===== config.mk =====
export PLATFORM = sky130hd
export DESIGN_NAME = segAnimSeq
export DESIGN_NICKNAME = d
export VERILOG_FILES = /design/src/rtl/segAnimPkg.sv /design/src/rtl/segAnimRegs.sv /design/src/rtl/segAnimCtrl.sv /design/src/rtl/segAnimData.sv /design/src/rtl/segAnimSeq.sv
export SDC_FILE = /design/constraint.sdc
export NUM_CORES = 1
export LEC_CHECK = 0
export ABC_CLOCK_PERIOD_IN_PS = 4600
export BUFFER_PORTS_ARGS = -buffer_cell sky130_fd_sc_hd__buf_2
export CORE_AREA = 5 5 111 124
export DETAILED_ROUTE_END_ITERATION = 12
export DIE_AREA = 0 0 116 129
export PLACE_DENSITY = 0.54
export SLEW_MARGIN = 10
export SYNTH_ARGS = -nofsm -noshare
export SYNTH_HDL_FRONTEND = slang
export SYNTH_SLANG_ARGS = --single-unit

===== constraint.sdc =====
create_clock -name clk -period 4.6 [get_ports clk]
set_input_delay 0.92 -clock clk [delete_from_list [all_inputs] [get_ports clk]]
set_output_delay 0.92 -clock clk [all_outputs]
set_load 0.02 [all_outputs]

===== src/rtl/segAnimPkg.sv =====
package segAnimPkg;

  typedef enum logic [1:0] {
    ST_IDLE   = 2'd0,
    ST_XFER   = 2'd1,
    ST_COMMIT = 2'd2
  } seqState_t;

  // Strobes from control to datapath
  typedef struct packed {
    logic wrStrobe;  // apply the current DMA word to the shadow
    logic commit;    // copy shadow into display memory
    logic restore;   // reload shadow from the committed image
  } ctlStrobes_t;

endpackage


===== src/rtl/segAnimRegs.sv =====
module segAnimRegs #(
  parameter int SIZE_W = 8,
  parameter int FCS_W  = 2,
  localparam int CFG_W = SIZE_W + FCS_W
) (
  input  logic             clk,
  input  logic             rstN,
  input  logic             cfgWe,
  input  logic             cfgAddr,
  input  logic [CFG_W-1:0] cfgWdata,
  output logic [CFG_W-1:0] cfgRdata,
  input  logic             busy,
  output logic             enable,
  output logic [SIZE_W-1:0] frameSize,
  output logic [FCS_W-1:0]  fcSel
);

  always_ff @(posedge clk) begin
    if (!rstN) begin
      enable    <= 1'b0;
      frameSize <= '0;
      fcSel     <= '0;
    end else if (cfgWe) begin
      if (cfgAddr == 1'b0) begin
        enable <= cfgWdata[0];
      end else begin
        frameSize <= cfgWdata[SIZE_W-1:0];
        fcSel     <= cfgWdata[CFG_W-1:SIZE_W];
      end
    end
  end

  always_comb begin
    cfgRdata = '0;
    if (cfgAddr == 1'b0) begin
      cfgRdata[0] = enable;
      cfgRdata[1] = busy;
    end else begin
      cfgRdata = {fcSel, frameSize};
    end
  end

endmodule


===== src/rtl/segAnimCtrl.sv =====
module segAnimCtrl
  import segAnimPkg::*;
#(
  parameter int NUM_FC = 4,
  parameter int SIZE_W = 8,
  localparam int FCS_W = $clog2(NUM_FC)
) (
  input  logic              clk,
  input  logic              rstN,
  input  logic              enable,
  input  logic [SIZE_W-1:0] frameSize,
  input  logic [FCS_W-1:0]  fcSel,
  input  logic [NUM_FC-1:0] fcOvf,
  input  logic              dmaAck,
  output logic              dmaReq,
  output logic              busy,
  output ctlStrobes_t       strb
);

  seqState_t         state;
  logic [SIZE_W-1:0] wrCount;
  logic [SIZE_W-1:0] target;
  logic              accept;
  logic              lastWrite;

  assign dmaReq    = enable && (state == ST_XFER);
  assign busy      = enable && (state != ST_IDLE);
  assign accept    = dmaReq && dmaAck;
  assign lastWrite = accept && (wrCount == target - SIZE_W'(1));

  always_ff @(posedge clk) begin
    if (!rstN) begin
      state   <= ST_IDLE;
      wrCount <= '0;
      target  <= '0;
    end else if (!enable) begin
      state   <= ST_IDLE;
      wrCount <= '0;
    end else begin
      case (state)
        ST_IDLE: begin
          if (fcOvf[fcSel]) begin
            state   <= ST_XFER;
            wrCount <= '0;
            target  <= (frameSize == '0) ? SIZE_W'(1) : frameSize;
          end
        end
        ST_XFER: begin
          if (accept) begin
            wrCount <= wrCount + SIZE_W'(1);
            if (lastWrite) state <= ST_COMMIT;
          end
        end
        default: begin
          state   <= ST_IDLE;
          wrCount <= '0;
        end
      endcase
    end
  end

  always_comb begin
    strb          = '0;
    strb.wrStrobe = accept;
    strb.commit   = enable && (state == ST_COMMIT);
    strb.restore  = !enable;
  end

  AST_REQ_NEEDS_ENABLE: assert property (@(posedge clk) disable iff (!rstN)
    dmaReq |-> enable);
  AST_ACCEPT_BOUNDED: assert property (@(posedge clk) disable iff (!rstN)
    accept |-> (wrCount < target));
  AST_COMMIT_SINGLE: assert property (@(posedge clk) disable iff (!rstN)
    strb.commit |=> (!strb.commit && !busy));
  AST_TARGET_HELD: assert property (@(posedge clk) disable iff (!rstN)
    (busy && !strb.commit) |=> $stable(target));

endmodule


===== src/rtl/segAnimData.sv =====
module segAnimData
  import segAnimPkg::*;
#(
  parameter int MEM_BYTES = 4,
  localparam int OFF_W  = $clog2(MEM_BYTES),
  localparam int MEM_W  = MEM_BYTES * 8,
  localparam int WORD_W = 16 + OFF_W
) (
  input  logic              clk,
  input  logic              rstN,
  input  ctlStrobes_t       strb,
  input  logic [WORD_W-1:0] dmaWdata,
  output logic              dispWe,
  output logic [MEM_W-1:0]  dispWdata
);

  logic [MEM_W-1:0] shadow;
  logic [MEM_W-1:0] committed;
  logic [MEM_W-1:0] shadowNext;
  logic [7:0]       wrData;
  logic [7:0]       wrMask;
  logic [OFF_W-1:0] wrOff;

  assign wrData = dmaWdata[7:0];
  assign wrMask = dmaWdata[15:8];
  assign wrOff  = dmaWdata[WORD_W-1:16];

  for (genvar b = 0; b < MEM_BYTES; b++) begin : g_byte
    always_comb begin
      shadowNext[b*8 +: 8] = shadow[b*8 +: 8];
      if (strb.restore) begin
        shadowNext[b*8 +: 8] = committed[b*8 +: 8];
      end else if (strb.wrStrobe && (wrOff == OFF_W'(b))) begin
        shadowNext[b*8 +: 8] = (shadow[b*8 +: 8] & ~wrMask) | (wrData & wrMask);
      end
    end
  end

  always_ff @(posedge clk) begin
    if (!rstN) begin
      shadow    <= '0;
      committed <= '0;
    end else begin
      shadow <= shadowNext;
      if (strb.commit) committed <= shadow;
    end
  end

  assign dispWe    = strb.commit;
  assign dispWdata = shadow;

  AST_MASK_ZERO_KEEPS: assert property (@(posedge clk) disable iff (!rstN)
    (strb.wrStrobe && (wrMask == 8'h00)) |=> $stable(shadow));
  AST_DISP_ONLY_COMMIT: assert property (@(posedge clk) disable iff (!rstN)
    !strb.commit |=> $stable(committed));
  AST_RESTORE_DISCARDS: assert property (@(posedge clk) disable iff (!rstN)
    strb.restore |=> (shadow == $past(committed)));

endmodule


===== src/rtl/segAnimSeq.sv =====
module segAnimSeq
  import segAnimPkg::*;
#(
  parameter int NUM_FC    = 4,
  parameter int MEM_BYTES = 4,
  parameter int SIZE_W    = 8,
  localparam int FCS_W  = $clog2(NUM_FC),
  localparam int OFF_W  = $clog2(MEM_BYTES),
  localparam int MEM_W  = MEM_BYTES * 8,
  localparam int WORD_W = 16 + OFF_W,
  localparam int CFG_W  = SIZE_W + FCS_W
) (
  input  logic              clk,
  input  logic              rstN,
  input  logic              cfgWe,
  input  logic              cfgAddr,
  input  logic [CFG_W-1:0]  cfgWdata,
  output logic [CFG_W-1:0]  cfgRdata,
  output logic              busy,
  input  logic [NUM_FC-1:0] fcOvf,
  output logic              dmaReq,
  input  logic              dmaAck,
  input  logic [WORD_W-1:0] dmaWdata,
  output logic              dispWe,
  output logic [MEM_W-1:0]  dispWdata
);

  logic              enable;
  logic [SIZE_W-1:0] frameSize;
  logic [FCS_W-1:0]  fcSel;
  ctlStrobes_t       strb;

  segAnimRegs #(.SIZE_W(SIZE_W), .FCS_W(FCS_W)) u_regs (
    .clk(clk), .rstN(rstN), .cfgWe(cfgWe), .cfgAddr(cfgAddr),
    .cfgWdata(cfgWdata), .cfgRdata(cfgRdata), .busy(busy),
    .enable(enable), .frameSize(frameSize), .fcSel(fcSel)
  );

  segAnimCtrl #(.NUM_FC(NUM_FC), .SIZE_W(SIZE_W)) u_ctrl (
    .clk(clk), .rstN(rstN), .enable(enable), .frameSize(frameSize),
    .fcSel(fcSel), .fcOvf(fcOvf), .dmaAck(dmaAck), .dmaReq(dmaReq),
    .busy(busy), .strb(strb)
  );

  segAnimData #(.MEM_BYTES(MEM_BYTES)) u_data (
    .clk(clk), .rstN(rstN), .strb(strb), .dmaWdata(dmaWdata),
    .dispWe(dispWe), .dispWdata(dispWdata)
  );

endmodule


==> results of run 1 <==
-- logic make-up after synthesis --
family | after synthesis | synth area share (%)
DFF | 93 | 44.2
buffers and inverters | 40 | 4.66
xor gates and xnor gates | 17 | 3.53
and+or+nand+nor | 184 | 21.6
AOI/OAI and AO/OA | 140 | 22.5
adders and majority gates | 2 | 0.593
muxes | 11 | 2.97
-- metrics by stage --
step / worst slack, ns / hold slack (ns) / utilization, % / cells / power [W]
2_1_floorplan: 2.14 / 0.433 / - / 487 / 0.000977
3_3_place_gp: 1.95 / 0.438 / 37.7 / 695 / 0.00103
3_5_place_dp: 1.93 / 0.444 / 37.7 / 695 / 0.00104
4_1_cts: 1.56 / 0.453 / 40.1 / 711 / 0.00178
5_1_grt: 1.43 / 0.465 / 40.1 / 711 / 0.00182
6_report: 1.60 / 0.449 / 40.1 / 711 / 0.00175
-- metal layers --
layer | part of all wire, % | track usage (%) | up-vias | wire length [um]
met5 | 0 | 0 | - | 0
met4 | 0.88 | 4.85 | 0 | 99
met3 | 6.7 | 4.47 | 8 | 750
met2 | 49 | 25.9 | 91 | 5500
met1 | 44 | 19.5 | 1722 | 4890
li1 | - | - | 1832 | -
-- final timing paths --
check	start	endpoint	slack [ns]	cells past startpoint
worst min register to register	u_data.committed[31]	u_data.committed[31]	0.45	2
worst max register to register	u_regs.enable	register	2.33	5
worst max-delay path	u_ctrl.state[0]	dispWe	1.60	4
worst min-delay path	u_data.committed[31]	u_data.committed[31]	0.45	2
-- power by group --
group / internal, W / leakage, nW / switching (W)
registers: 0.000826 / 0.754 / 0.0000197
clock network: 0.000415 / 0.146 / 0.000319
logic: 0.0000675 / 1.07 / 0.000103
-- worst reg2reg max path, cell delays in order, from the launching register on --
cell and delay, ns:
dfxtp_2 0.32, buf_4 0.55, nand4b_4 0.25, o31ai_4 0.67
a21oi_1 0.14, a211oi_1 0.24
-- final cells by class --
class / count / area [um2] / share of cell area, %
timing repair buffer: 83 / 420 / 8.47
clock buffer: 13 / 270 / 5.44
tap: 157 / 196 / 3.96
inverter: 8 / 30.0 / 0.605
multi-input combinational: 354 / 2160 / 43.5
sequential: 93 / 1860 / 37.5
clock inverter: 3 / 26.3 / 0.529
-- synthesized netlist by cell type (all sizes together) (2+ instances only) --
library cell and count:
mux2i 8, nand3b 10, a211oi 18, o21ai 17, o21a 17, dfxtp 93, and4b 2, and3 2
nand2b 8, nand4 6, nor2b 11, o221a 16, o31ai 3, nor2 32, xnor2 9, nand2 89
clkbuf 18, ha 2, nor4 2, nor3 4, mux2 2, nand3 2, o31a 2, a21oi 62
nor3b 3, buf 14, inv 8, xor2 8, and2 10
==> flow_metrics.tcl, run 1 <==
set metrics [dict create \
    status "completed" \
    start_util_pct 34.1 \
    grt_pass1_wl_mm 18.3 \
    synth_seq_cells 93 \
    synth_edf_count 0 \
    powerDensity_nw_per_um2 353 \
    maxCapViolCount 0 \
    p_leak_nw 1.98 \
    path_clk_slew_ns 0.06 \
    wirelength_mm 11.2 \
    placed_area_um2 4670 \
    syn_area_per_cell_um2 8.66 \
    overflow 0 \
    ys_warn_count 0 \
    gp_congestion 0.780 \
    hold_buffers 0 \
    avgViaCountPerCell 5.14 \
    tightest_slew_ns 1.16 \
    synth_seq_area_share_pct 44.2 \
    dpl.hpwl_mm 7.70 \
    die_area_um2 15000 \
    root_buffer "clkbuf_16" \
    clock_latency_ns 0.34 \
    cp_max_fo 33 \
    slew_headroom_pct 22.3 \
    num-fill-cells 1284 \
    synth_top_area_cell "dfxtp_1" \
    grt_pass1_vias 3459 \
    irDropWorstVdd_mv 0.195 \
    layout-drive-gt1-share_pct 22.6 \
    drt-wirelength-per-cell_um 15.8 \
    drc_errors 0 \
    die_h_um 129 \
    ys_top_cells_by_area "dfxtp_1, nand2_1, a21oi_1" \
    cpMaxStageDelayCell "inv_2" \
    cts_tree "done" \
    antenna_left 0 \
    setup.worst_path.end_class "primary output" \
    core-area_um2 12400 \
    arrival_ns 2.08 \
    setup_viol 0 \
    cts_made_buffers 9 \
    synth.net_count 526 \
    cp_slowest_stage_delay_ns 0.50 \
    most-common-layout-cells "dfxtp_1, nand2_1, buf_2" \
    cp_num_buf_inv 3 \
    clockBufferDepth 2 \
    post-route-min-period_ns 3.00 \
    design_area_um2 4960 \
    io_buffers 81 \
    antennaDiodeCount 0 \
    rows 43 \
    yosysTopAreaCellShare_pct 44.2 \
    die_x_um 116 \
    cp.required_ns 3.68 \
    grt_max_degree 69 \
    h-tree-depth 3 \
    synthDistinctLibCells 47 \
    cts_resized 0 \
    vias 3653 \
    worstSetupStartpointType "register" \
    fin_crit_sh_pct 65.2 \
    synth-async-reset-ratio_pct 0 \
    track_usage_pct 15.6 \
    hold_violations 0 \
    clock_skew_ns 0.0102 \
    drt_first_pass_iters 4 \
    drt_iter0_markers 266 \
    fin_setup_tns_ns 0 \
    io_pins 82 \
    syn_to_final_growth_pct 17.7 \
    worst_hold_path_type "register to register" \
    max_freq_mhz 334 \
    post_cts.repair.setup_buffers 0 \
    layout_commonest_cell "dfxtp_1" \
    crit_chain "or2_1 -> buf_4 -> inv_2 -> buf_2" \
    syn_area_um2 4220 \
    ys.flop_type "dfxtp_1" \
    final_nets 588 \
    path_delay_family "buffers and inverters" \
    slew_violations 0 \
    path_class "register to primary output" \
    clock_sinks 93 \
    netlist_instances 487 \
    grt_setup_unrepaired "no" \
    antenna_found_initial 0 \
]
Power figures use the tool's default switching activity.
==> run 2: changes to the inputs <==
Settings changed: ABC_CLOCK_PERIOD_IN_PS 4600 to 2910.
Clock period 4.6 ns to 2.91 ns, I/O delays scaled along.
==> run 2 against run 1 <==
Compared with the run above:
- total power increased by 72%
- worst hold slack improved by 0.0022 ns
- cell area increased by 2.3%
- count of clock-buffer cells in the layout unchanged
- clock power rose by 90%
==> flow_metrics.tcl, run 2 (synthesized netlist as in run 1, its figures left out) <==
set metrics [dict create \
    cts_tree "done" \
    busiest_layer "met2" \
    cp_max_fo 13 \
    grt_util_met1_pct 20.1 \
    cpMaxStageDelayCell "dfxtp_2" \
    cp.required_ns 2.33 \
    maxCapViolCount 0 \
    start_util_pct 34.1 \
    arrival_ns 1.49 \
    hold_buffers 0 \
    fin_crit_sh_pct 71.2 \
    post_cts.repair.setup_buffers 0 \
    most-common-layout-cells "dfxtp_1, nand2_1, buf_2" \
    max_freq_mhz 483 \
    die_h_um 129 \
    clock_skew_ns 0.00654 \
    avgViaCountPerCell 5.11 \
    slew_violations 0 \
    hp-start "u_data.committed[0]" \
    dpl.hpwl_mm 7.85 \
    cts_made_buffers 9 \
    tightest_slew_ns 0.736 \
    track_usage_pct 15.7 \
    clock_sinks 93 \
    layout-drive-gt1-share_pct 23.3 \
    drc_errors 0 \
    gp_congestion 0.794 \
    rows 43 \
    wirelength_mm 11.3 \
    path_clk_slew_ns 0.06 \
    final_nets 593 \
    drt_iter0_markers 174 \
    cp_slowest_stage_delay_ns 0.50 \
    drt-wirelength-per-cell_um 15.8 \
    slew_headroom_pct 51.0 \
    min_path_cells 2 \
    num-fill-cells 1304 \
    setup.worst_path.end_class "primary output" \
    fin_setup_tns_ns 0 \
    h-tree-depth 3 \
    die_x_um 116 \
    reg2reg_from "u_ctrl.state[0]" \
    worstSetupStartpointType "register" \
    powerDensity_nw_per_um2 593 \
    syn_to_final_growth_pct 20.4 \
    grt_pass1_vias 3537 \
    vias 3658 \
    post-route-min-period_ns 2.07 \
    antenna_left 0 \
    overflow 0 \
    worstRegToRegCells 4 \
    path_class "register to primary output" \
    grt_util_met3_pct 2.78 \
    hold_end "u_data.committed[0]" \
    antenna_found_initial 0 \
    layout_commonest_cell "dfxtp_1" \
    io_pins 82 \
    status "completed" \
    grt_max_degree 35 \
    clockBufferDepth 2 \
    antennaDiodeCount 0 \
    grtUsageMet2_pct 26.3 \
    io_buffers 81 \
    cts_resized 0 \
    hold_violations 0 \
    drt_first_pass_iters 4 \
    setup_viol 0 \
    clock_latency_ns 0.34 \
    worst_hold_path_type "register to register" \
    rrSetupSlack_ns 0.96 \
    crit_chain "nor2b_1 -> buf_4 -> and2_1 -> buf_2" \
    die_area_um2 15000 \
    grt_pass1_wl_mm 18.5 \
    fin_util_pct 41.0 \
    root_buffer "clkbuf_16" \
    irDropWorstVdd_mv 0.293 \
    core-area_um2 12400 \
    p_leak_nw 2.04 \
    grt_setup_unrepaired "no" \
]
## run 2: changes by cell type in the layout (fill, tap and decap cells not counted)
cell	previous run	this run
buf_4	2	6
clkinv_4	2	0
inv_6	1	0
bufinv_16	0	3
buf_12	0	1
## run 2: per-stage QoR
step           std cells  area [um2]  hold slack (ns)  setup slack [ns]  total power [W]
2_1_floorplan        487        4220            0.433             0.973          0.00154
3_3_place_gp         700        4720            0.437             0.945          0.00164
3_5_place_dp         700        4720            0.443             0.879          0.00164
4_1_cts              716        5080            0.452             0.817          0.00306
5_1_grt              716        5080            0.470             0.721          0.00313
6_report             716        5080            0.451             0.839          0.00301
## run 2: worst max-delay path, delay by kind of cell (launching register included)
kind	cells	cell delay [ns]
buffers and inverters	2	0.33
DFF	1	0.50
and+or+nand+nor	2	0.33
## run 2: power breakdown
part           switching (W)  internal (W)  leakage (nW)
Clock               0.000489      0.000911         0.176
Sequential         0.0000342       0.00131         0.754
Combinational       0.000161      0.000112          1.10
## run 2: worst max path at each step
stage	cells past startpoint	endpoint	from
after global routing	4	dmaReq	u_regs.enable
final	4	dmaReq	u_regs.enable
after CTS	4	dmaReq	u_regs.enable
after detailed placement	5	register	dmaAck
after floorplan	4	cfgRdata[1]	u_regs.enable
after global placement	5	register	dmaAck
## run 2: final cells by class
class,instances,area [um2],area share [%]
timing repair buffer,88,470,9.26
clock buffer,13,270,5.32
tap,157,196,3.87
multi-input combinational,354,2160,42.5
clock inverter,3,90.1,1.77
sequential,93,1860,36.7
inverter,8,30.0,0.591
## run 2: routing by layer
metal | share of wire [%] | up-vias | routed length, um
met3 | 4.6 | 12 | 515
met1 | 45 | 1737 | 5070
met5 | 0 | - | 0
met2 | 49 | 71 | 5530
met4 | 1.6 | 0 | 184
li1 | - | 1838 | -
==> run 3: changes to the inputs <==
Settings changed: ABC_CLOCK_PERIOD_IN_PS 2910 to 2150.
Clock period 2.91 ns to 2.15 ns, I/O delays scaled along.
==> run 3 against run 2 <==
Compared with the run above:
- final cell count down 0.14%
- sequential share of layout area up 0.19 points
- combinational power up 36%
- via count up 0.71%
- global-route usage about the same
- worst setup slack worse by 0.66 ns
- cell area down 0.52%
- worst hold slack worse by 0.14 ns
- first-iteration DRC count down 9.8%
- total power up 32%
- largest cell class unchanged
- sequential power up 35%
==> flow_metrics.tcl, run 3 (synthesized netlist as in run 1, its figures left out) <==
set metrics [dict create \
    status "completed" \
    clock_skew_ns 0.00317 \
    fin_util_pct 40.8 \
    antenna_found_initial 1 \
    path_clk_slew_ns 0.06 \
    drt_iter0_markers 157 \
    most-common-layout-cells "dfxtp_1, nand2_1, buf_2" \
    die_area_um2 15000 \
    grt_setup_unrepaired "no" \
    avgViaCountPerCell 5.15 \
    swShare_pct 23.7 \
    syn_to_final_growth_pct 19.8 \
    irDropWorstVdd_mv 0.424 \
    p_clk_share_pct 45.0 \
    grt_util_met1_pct 19.9 \
    worstSetupStartpointType "register" \
    cp_max_fo 16 \
    post_cts.repair.setup_buffers 0 \
    cts_resized 0 \
    rows 43 \
    worstRegToRegCells 4 \
    drt-wirelength-per-cell_um 16.2 \
    p_leak_nw 2.02 \
    fin_ws_ns 0.183 \
    drc_errors 0 \
    cts_tree "done" \
    tightest_slew_ns 0.767 \
    gp_congestion 0.779 \
    busiest_layer "met2" \
    grt_pass1_vias 3556 \
    clock_sinks 93 \
    max_freq_mhz 508 \
    vias 3684 \
    final_nets 593 \
    slew_headroom_pct 48.8 \
    path_class "register to register" \
    overflow 0 \
    cp.required_ns 2.41 \
    hold_buffers 0 \
    clock_latency_ns 0.35 \
    grt_max_degree 68 \
    dpl.hpwl_mm 7.88 \
    reg2reg_from "u_ctrl.state[0]" \
    fin_setup_tns_ns 0 \
    h-tree-depth 3 \
    place_ws_ns 0.216 \
    antenna_left 0 \
    min_path_cells 3 \
    grtUsageMet2_pct 26.3 \
    powerDensity_nw_per_um2 786 \
    layout_commonest_cell "dfxtp_1" \
    die_x_um 116 \
    die_h_um 129 \
    wirelength_mm 11.6 \
    track_usage_pct 15.7 \
    grt_util_met3_pct 3.29 \
    io_buffers 81 \
    clockBufferDepth 2 \
    slew_violations 0 \
    root_buffer "clkbuf_16" \
    seqPwrFrac_pct 45.7 \
    critPathLaunch "u_ctrl.state[0]" \
    arrival_ns 2.23 \
    grt_pass1_wl_mm 18.5 \
    switchingPower_w 0.000941 \
    maxCapViolCount 0 \
    num-fill-cells 1276 \
    io_pins 82 \
    cts_made_buffers 9 \
    core-area_um2 12400 \
    antennaDiodeCount 0 \
    p_int_w 0.00303 \
    fin_crit_sh_pct 91.5 \
    hp-start "cfgWdata[9]" \
    setup.worst_path.end_class "register" \
    hold_violations 0 \
    start_util_pct 34.1 \
    drt_first_pass_iters 4 \
    p_comb_share_pct 9.3 \
    post-route-min-period_ns 1.97 \
    setup_viol 0 \
    worst_hold_path_type "primary input to register" \
    layout-drive-gt1-share_pct 23.3 \
]
-- run 3: cell types whose count changed in the layout (fill, tap and decap cells not counted), sizes merged --
| cell | change |
|---|---|
| bufinv | -1 |
| clkbuf | -1 |
| clkinvlp | +1 |
-- run 3: per-layer routing --
layer,vias to the layer above,wire [um]
met5,-,11
met2,84,5620
met1,1740,5160
met3,15,590
met4,2,186
li1,1843,-
-- run 3: worst paths after layout --
path	slack, ns	endpoint
setup / recovery	0.18	register
hold / removal	0.31	u_regs.fcSel[1]
setup reg to reg	0.18	register
hold reg to reg	0.45	u_data.committed[28]
-- run 3: worst max-delay path, stage by stage (launching register included) --
cell      delay (ns)
dfxtp_1         0.59
nand4b_4        0.23
o31ai_4         0.67
a21oi_1         0.15
a211oi_1        0.23
-- run 3: area by class of cell --
cell class / count / area [um2] / share of cell area (%)
Multi-Input combinational cell: 354 / 2160 / 42.7
Sequential cell: 93 / 1860 / 36.9
Timing Repair Buffer: 88 / 470 / 9.31
Clock buffer: 12 / 267 / 5.27
Tap cell: 157 / 196 / 3.89
Clock inverter: 3 / 67.6 / 1.34
Inverter: 8 / 30.0 / 0.594
-- run 3: power groups by stage --
stage,registers (W),logic [W],clock network [W]
2_1_floorplan,0.00188,0.000212,0
3_3_place_gp,0.00185,0.000370,0
3_5_place_dp,0.00185,0.000373,0
4_1_cts,0.00182,0.000375,0.00183
5_1_grt,0.00182,0.000406,0.00188
6_report,0.00181,0.000370,0.00178
-- run 3: through the flow --
stage,total power [W],hold slack (ns),cells,area [um2]
3_3_place_gp,0.00222,0.439,700,4720
3_5_place_dp,0.00223,0.446,700,4720
2_1_floorplan,0.00209,0.433,487,4220
5_1_grt,0.00411,0.317,715,5050
6_report,0.00397,0.315,715,5050
4_1_cts,0.00402,0.310,715,5050
